**config.mk**
```make
export PLATFORM = sky130hd
export DESIGN_NAME = opgraph_monitor
export DESIGN_NICKNAME = d
export VERILOG_FILES = /design/src/rtl/opg_pkg.sv /design/src/rtl/opg_graph_step.sv /design/src/rtl/opg_stall_timer.sv /design/src/rtl/opgraph_monitor.sv
export SDC_FILE = /design/constraint.sdc
export NUM_CORES = 1
export LEC_CHECK = 0
export BUFFER_PORTS_ARGS = -buffer_cell sky130_fd_sc_hd__buf_2
export CAP_MARGIN = 10
export CORE_MARGIN = 5
export CORE_UTILIZATION = 55
export CTS_BUF_LIST = sky130_fd_sc_hd__clkbuf_8
export DETAILED_ROUTE_END_ITERATION = 12
export HOLD_SLACK_MARGIN = 0.03
export PLACE_DENSITY = 0.78
export SLEW_MARGIN = 20
export SYNTH_ARGS = -nofsm -noshare
export SYNTH_HDL_FRONTEND = slang
export SYNTH_SLANG_ARGS = --single-unit
```
**constraint.sdc**
```tcl
create_clock -name clk_i -period 3 [get_ports clk_i]
set_input_delay 0.15 -clock clk_i [delete_from_list [all_inputs] [get_ports clk_i]]
set_output_delay 0.15 -clock clk_i [all_outputs]
set_load 0.05 [all_outputs]
```
**src/rtl/opg_pkg.sv**
```systemverilog
package opg_pkg;
  localparam int unsigned EVT_N  = 7;
  localparam int unsigned TYPE_W = 2;

  typedef logic [EVT_N-1:0]  evt_vec_t;
  typedef logic [TYPE_W-1:0] op_type_t;

  localparam int unsigned EV_A = 0;
  localparam int unsigned EV_B = 1;
  localparam int unsigned EV_C = 2;
  localparam int unsigned EV_D = 3;
  localparam int unsigned EV_E = 4;
  localparam int unsigned EV_F = 5;
  localparam int unsigned EV_G = 6;

  localparam evt_vec_t EVM_A = evt_vec_t'(1) << EV_A;
  localparam evt_vec_t EVM_B = evt_vec_t'(1) << EV_B;
  localparam evt_vec_t EVM_C = evt_vec_t'(1) << EV_C;
  localparam evt_vec_t EVM_D = evt_vec_t'(1) << EV_D;
  localparam evt_vec_t EVM_E = evt_vec_t'(1) << EV_E;
  localparam evt_vec_t EVM_F = evt_vec_t'(1) << EV_F;
  localparam evt_vec_t EVM_G = evt_vec_t'(1) << EV_G;

  localparam op_type_t OP_NONE = op_type_t'(0);
  localparam op_type_t OP_T1   = op_type_t'(1);
  localparam op_type_t OP_T2   = op_type_t'(2);
  localparam op_type_t OP_T3   = op_type_t'(3);

  typedef enum logic [2:0] {
    ST_IDLE = 3'd0,
    ST_S0   = 3'd1,
    ST_S1   = 3'd2,
    ST_S2   = 3'd3,
    ST_S3   = 3'd4,
    ST_ERR  = 3'd7
  } opg_state_e;
endpackage

```
**src/rtl/opg_graph_step.sv**
```systemverilog
module opg_graph_step
  import opg_pkg::*;
(
  input  opg_state_e state_i,
  input  op_type_t   type_q_i,
  input  op_type_t   type_in_i,
  input  evt_vec_t   evt_i,
  input  logic       expired_i,
  input  logic       clear_i,
  output opg_state_e nxt_o,
  output op_type_t   type_nxt_o,
  output logic       tmo_o
);
  evt_vec_t   want;
  opg_state_e tgt;

  // the single legal event and its target for (state, type)
  always_comb begin
    want = '0;
    tgt  = ST_ERR;
    case (state_i)
      ST_IDLE: if (type_in_i != OP_NONE) begin want = EVM_A; tgt = ST_S0; end
      ST_S0: begin
        if (type_q_i == OP_T1) begin
          want = EVM_C; tgt = ST_S3;
        end else if (type_q_i == OP_T2 || type_q_i == OP_T3) begin
          want = EVM_B; tgt = ST_S1;
        end
      end
      ST_S1: begin
        if (type_q_i == OP_T2) begin
          want = EVM_D; tgt = ST_S3;
        end else if (type_q_i == OP_T3) begin
          want = EVM_E; tgt = ST_S2;
        end
      end
      ST_S2: if (type_q_i == OP_T3) begin want = EVM_F; tgt = ST_S3; end
      ST_S3: begin want = EVM_G; tgt = ST_IDLE; end
      default: ;
    endcase
  end

  always_comb begin
    nxt_o      = state_i;
    type_nxt_o = type_q_i;
    tmo_o      = 1'b0;
    if (state_i == ST_ERR) begin
      if (clear_i) begin
        nxt_o      = ST_IDLE;
        type_nxt_o = OP_NONE;
      end
    end else if (evt_i != '0) begin
      // want is one-hot or zero, so simultaneous events never match
      if (want != '0 && evt_i == want) begin
        nxt_o = tgt;
        if (state_i == ST_IDLE) type_nxt_o = type_in_i;
        if (tgt == ST_IDLE)     type_nxt_o = OP_NONE;
      end else begin
        nxt_o = ST_ERR;
      end
    end else if (expired_i) begin
      nxt_o = ST_ERR;
      tmo_o = 1'b1;
    end
  end

  always_comb begin
    if (tmo_o) assert_tmo_quiet_R10: assert (evt_i == '0);
  end
endmodule

```
**src/rtl/opg_stall_timer.sv**
```systemverilog
module opg_stall_timer #(
  parameter int unsigned CNT_W = 8
) (
  input  logic             clk_i,
  input  logic             rst_ni,
  input  logic             active_i,
  input  logic             restart_i,
  input  logic [CNT_W-1:0] limit_i,
  output logic             expired_o
);
  localparam logic [CNT_W-1:0] CNT_MAX = '1;

  logic [CNT_W-1:0] cnt_q;

  always_ff @(posedge clk_i or negedge rst_ni) begin
    if (!rst_ni)                     cnt_q <= '0;
    else if (restart_i || !active_i) cnt_q <= '0;
    else if (cnt_q != CNT_MAX)       cnt_q <= cnt_q + CNT_W'(1);
  end

  assign expired_o = (limit_i != '0) && (cnt_q >= limit_i);

  assert_cnt_idle_R10: assert property (@(posedge clk_i) disable iff (!rst_ni)
    !active_i |=> cnt_q == '0);
endmodule

```
**src/rtl/opgraph_monitor.sv**
```systemverilog
module opgraph_monitor
  import opg_pkg::*;
#(
  parameter int unsigned STALL_W = 8
) (
  input  logic               clk_i,
  input  logic               rst_ni,
  input  logic [EVT_N-1:0]   evt_i,
  input  logic [TYPE_W-1:0]  op_type_i,
  input  logic               clear_i,
  input  logic [STALL_W-1:0] stall_limit_i,
  output logic [2:0]         state_o,
  output logic               state_chg_o,
  output logic               done_o,
  output logic               err_o,
  output logic               timeout_o
);
  opg_state_e state_q, nxt;
  op_type_t   type_q, type_nxt;
  logic       tmo_d, expired, active, restart;
  logic       chg_q, done_q, err_q, tmo_q;

  assign active  = (state_q != ST_IDLE) && (state_q != ST_ERR);
  assign restart = (nxt != state_q);

  opg_graph_step u_step (
    .state_i    (state_q),
    .type_q_i   (type_q),
    .type_in_i  (op_type_i),
    .evt_i      (evt_i),
    .expired_i  (expired),
    .clear_i    (clear_i),
    .nxt_o      (nxt),
    .type_nxt_o (type_nxt),
    .tmo_o      (tmo_d)
  );

  opg_stall_timer #(.CNT_W(STALL_W)) u_timer (
    .clk_i     (clk_i),
    .rst_ni    (rst_ni),
    .active_i  (active),
    .restart_i (restart),
    .limit_i   (stall_limit_i),
    .expired_o (expired)
  );

  always_ff @(posedge clk_i or negedge rst_ni) begin
    if (!rst_ni) begin
      state_q <= ST_IDLE;
      type_q  <= OP_NONE;
      chg_q   <= 1'b0;
      done_q  <= 1'b0;
      err_q   <= 1'b0;
      tmo_q   <= 1'b0;
    end else begin
      state_q <= nxt;
      type_q  <= type_nxt;
      chg_q   <= restart;
      done_q  <= (state_q == ST_S3) && (nxt == ST_IDLE);
      err_q   <= (state_q != ST_ERR) && (nxt == ST_ERR);
      tmo_q   <= tmo_d;
    end
  end

  assign state_o     = state_q;
  assign state_chg_o = chg_q;
  assign done_o      = done_q;
  assign err_o       = err_q;
  assign timeout_o   = tmo_q;

  assert_err_hold_R8: assert property (@(posedge clk_i) disable iff (!rst_ni)
    (state_q == ST_ERR && !clear_i) |=> state_q == ST_ERR);

  assert_multi_err_R7: assert property (@(posedge clk_i) disable iff (!rst_ni)
    (state_q != ST_ERR && $countones(evt_i) > 1) |=> state_q == ST_ERR);

  assert_err_pulse_R5: assert property (@(posedge clk_i) disable iff (!rst_ni)
    err_o |=> !err_o);

  assert_done_src_R9: assert property (@(posedge clk_i) disable iff (!rst_ni)
    done_o |-> (state_q == ST_IDLE && $past(state_q) == ST_S3));

  assert_type_hold_R6: assert property (@(posedge clk_i) disable iff (!rst_ni)
    active |=> (state_q == ST_IDLE || state_q == ST_ERR || $stable(type_q)));

  assert_tmo_err_R10: assert property (@(posedge clk_i) disable iff (!rst_ni)
    timeout_o |-> (err_o && state_q == ST_ERR));
endmodule

```
==> metrics <==
final hold slack=0.156 ns; global route overflow=0; asr flop ratio synth=100%; dpl hpwl=3060 µm; CP required=around 3.1 ns; clk_lat worst skew=0.25 ns; Switching Fraction=around 44%; post-CTS sizing=0; Fin Setup TNS=0 ns; leakage power figure=0.820 nW; Fmax=374 MHz; DIE HEIGHT=about 64 µm; slew margin rel.=63.2%; Antenna diodes=0; RSZ-0062 raised after global routing=no; R2R Setup Slk=0.32 ns; PortBufs=26; post-synth cell types=50; # Post-CTS Setup Buffers=0; most frequent cells in the layout=buf_2 (26), nor2_1 (19), dfrtp_1 (17); Post-Syn Instances=184; post-synthesis compound-gate area fraction=a little over a fifth; GPL Wtd Cong=roughly 0.94; Reg power frac=between 30% and 40%; CTS buffer count=3; status=complete, no violations; Initial DRC Count=106; Tcrit/Tclk final=89.2%; worst-path maximum fanout=14; Worst setup EP type=flip-flop; Vias=1550; Pwr Density=490 nW/µm²; DR pass1 iterations=5; Max clock buf depth=2; Clk pwr share=18.9%; Clock transition at path regs=approximately 0.070 ns; critical path launch point type=flip-flop; Hold Violations, Final=0; clk_skew=0.00409 ns; Post-synth EDFFs=0; final core occ=65.9%; actual slew at the worst max-slew pin=0.549 ns; vias per cell=6.33; Post-Syn Area=~1600 µm²; yosys warns=0; commonest non-fill, non-tap cell in the layout=buf_2; drt total wl=3910 µm; maximum VDD drop=roughly 0.47 mV; ys flop type=dfrtp_1; clock sinks=17; Design Area, Final=~1800 µm²; FP Rows=19; Global Route Usage Sum=19.5%; Synth Net Count=213; number of synthesized register bits=17; antenna-violating nets left=0; DRC viols=0; largest family of logic cells by synthesized area=simple AND/OR/NAND/NOR gates; post-synthesis adder-cell area fraction=7.70%; Post-Synth Simple-Gate Area=33.0%; Comb pwr share=45.7%; Placed Area=1760 µm²; WL/cell=16.0 µm; arrival time at the worst endpoint=2.81 ns; initial antenna violation count=0; hold buffer count at CTS=1; Nets=244; layout cells sized above 1=22.0%; Switch Pwr=0.391 mW; post-synthesis mux area share=3.85%; Tmin final=2.68 ns; first-pass GRT wire length=6650 µm; MaxCap Viol Count=0; Area Overhead vs Synth=14.1%; # setup viols final=0; CTS tree=yes; critical path type=reg -> reg; H-tree Lvls=1; core footprint=between 2000 and 3000 µm²; Worst Hold Class=in -> reg; Pint=between 0.4 and 0.5 mW; Syn Area/Cell=8.66 µm²; vias in the first global route=1505; xor/xnor share of the synthesized area=under 10%; Seq/Total Area, Yosys=26.7%; IO Pins=27; DIE WIDTH=63.8 µm; Die ar.=approximately 4100 µm²; largest net degree at the start of global routing=18; Root Driver=clkbuf_8; Initial Utilization=57.8%; final count of pins violating max slew=0
[power groups by stage]
| stage | combinational [mW] | sequential (mW) | clock, mW |
|---|---|---|---|
| detailed placement | 0.399 | 0.315 | 0 |
| global placement | 0.391 | 0.316 | 0 |
| finish | 0.407 | 0.315 | 0.168 |
| global route | 0.442 | 0.319 | 0.184 |
| floorplan | 0.268 | 0.346 | 0 |
| CTS | 0.403 | 0.312 | 0.172 |
[state kept, by name (all words and copies together) (netlist names)]
register and count:
state_chg_o 1, type_q 2, timeout_o 1, u_timer.cnt_q 8
err_o 1, done_o 1, state_o 3
[logic make-up after synthesis]
kind of cell / Yosys count
AND/OR/NAND/NOR: 87
buffers and inverters: 20
AO/OA/AOI/OAI: 40
multiplexers: 6
flip-flops: 17
XOR/XNOR: 4
adder cells (fa/ha/maj): 10
[metrics by stage]
stage / worst slack (ns) / cells / power, mW
final: 0.325 / 245 / 0.890
after global routing: 0.163 / 245 / 0.945
after CTS: 0.349 / 245 / 0.887
after detailed placement: 0.385 / 240 / 0.714
after global placement: 0.429 / 240 / 0.707
after floorplan: 0.361 / 184 / 0.614
[layer usage]
metal | global-route usage (%) | vias up | wire (µm)
li1 | - | 748 | -
met1 | 25.9 | 710 | 1620
met2 | 31.7 | 83 | 1830
met3 | 3.33 | 9 | 397
met4 | 7.27 | 0 | 68
met5 | 0 | - | 0
[synth_stat cells (2+ instances only)]
master | instances | area (µm²)
o21ai_0 | 5 | 25.0
buf_4 | 2 | 15.0
inv_1 | 15 | 56.3
and3_1 | 2 | 12.5
a21oi_1 | 4 | 20.0
or3_1 | 2 | 12.5
mux2i_1 | 5 | 50.1
and4b_1 | 2 | 20.0
nand3_1 | 8 | 40.0
nand4bb_1 | 2 | 22.5
a211oi_1 | 2 | 15.0
a21o_1 | 2 | 15.0
buf_2 | 3 | 15.0
o31ai_1 | 3 | 22.5
dfrtp_1 | 17 | 425
o311a_1 | 2 | 20.0
nor2_1 | 19 | 71.3
o31a_1 | 2 | 17.5
nand4_1 | 5 | 31.3
nor3_1 | 6 | 30.0
a2111oi_0 | 2 | 17.5
or4_1 | 2 | 15.0
nor4_1 | 3 | 18.8
nand2_1 | 14 | 52.6
ha_1 | 9 | 113
nor3b_2 | 3 | 37.5
o211ai_1 | 3 | 22.5
o211a_1 | 2 | 20.0
o21a_1 | 3 | 22.5
nand2b_1 | 11 | 68.8
xnor2_1 | 4 | 35.0
o21ai_1 | 2 | 10.0
[worst paths after layout]
kind / from / to / cells after the start
max: state_o[1]$_DFF_PN0_ / u_timer.cnt_q[0]$_DFFE_PN0P_ / 8
min: clear_i / state_chg_o$_DFF_PN0_ / 2
max reg2reg: state_o[1]$_DFF_PN0_ / u_timer.cnt_q[0]$_DFFE_PN0P_ / 8
min reg2reg: u_timer.cnt_q[1]$_DFFE_PN0P_ / u_timer.cnt_q[1]$_DFFE_PN0P_ / 2
max in group asynchronous: rst_ni / timeout_o$_DFF_PN0_ / 2
min in group asynchronous: rst_ni / err_o$_DFF_PN0_ / 2
[worst max-delay path, stage by stage, from the launching register on]
cell	delay, ns
dfrtp_1	0.52
and4b_1	0.31
or3_4	0.35
a311oi_4	0.35
nand4_4	0.21
a21oi_4	0.29
a21oi_2	0.10
a31oi_4	0.32
nor2_1	0.09
[final cells by class]
cell class	instances	area, µm²
multi-input combinational	147	1080
fill	245	940
tap	31	38.8
sequential	17	425
clock inverter	1	5.00
clock buffer	3	41.3
timing repair buffer	31	170
inverter	15	56.3
(Power assumes the default switching activity.)
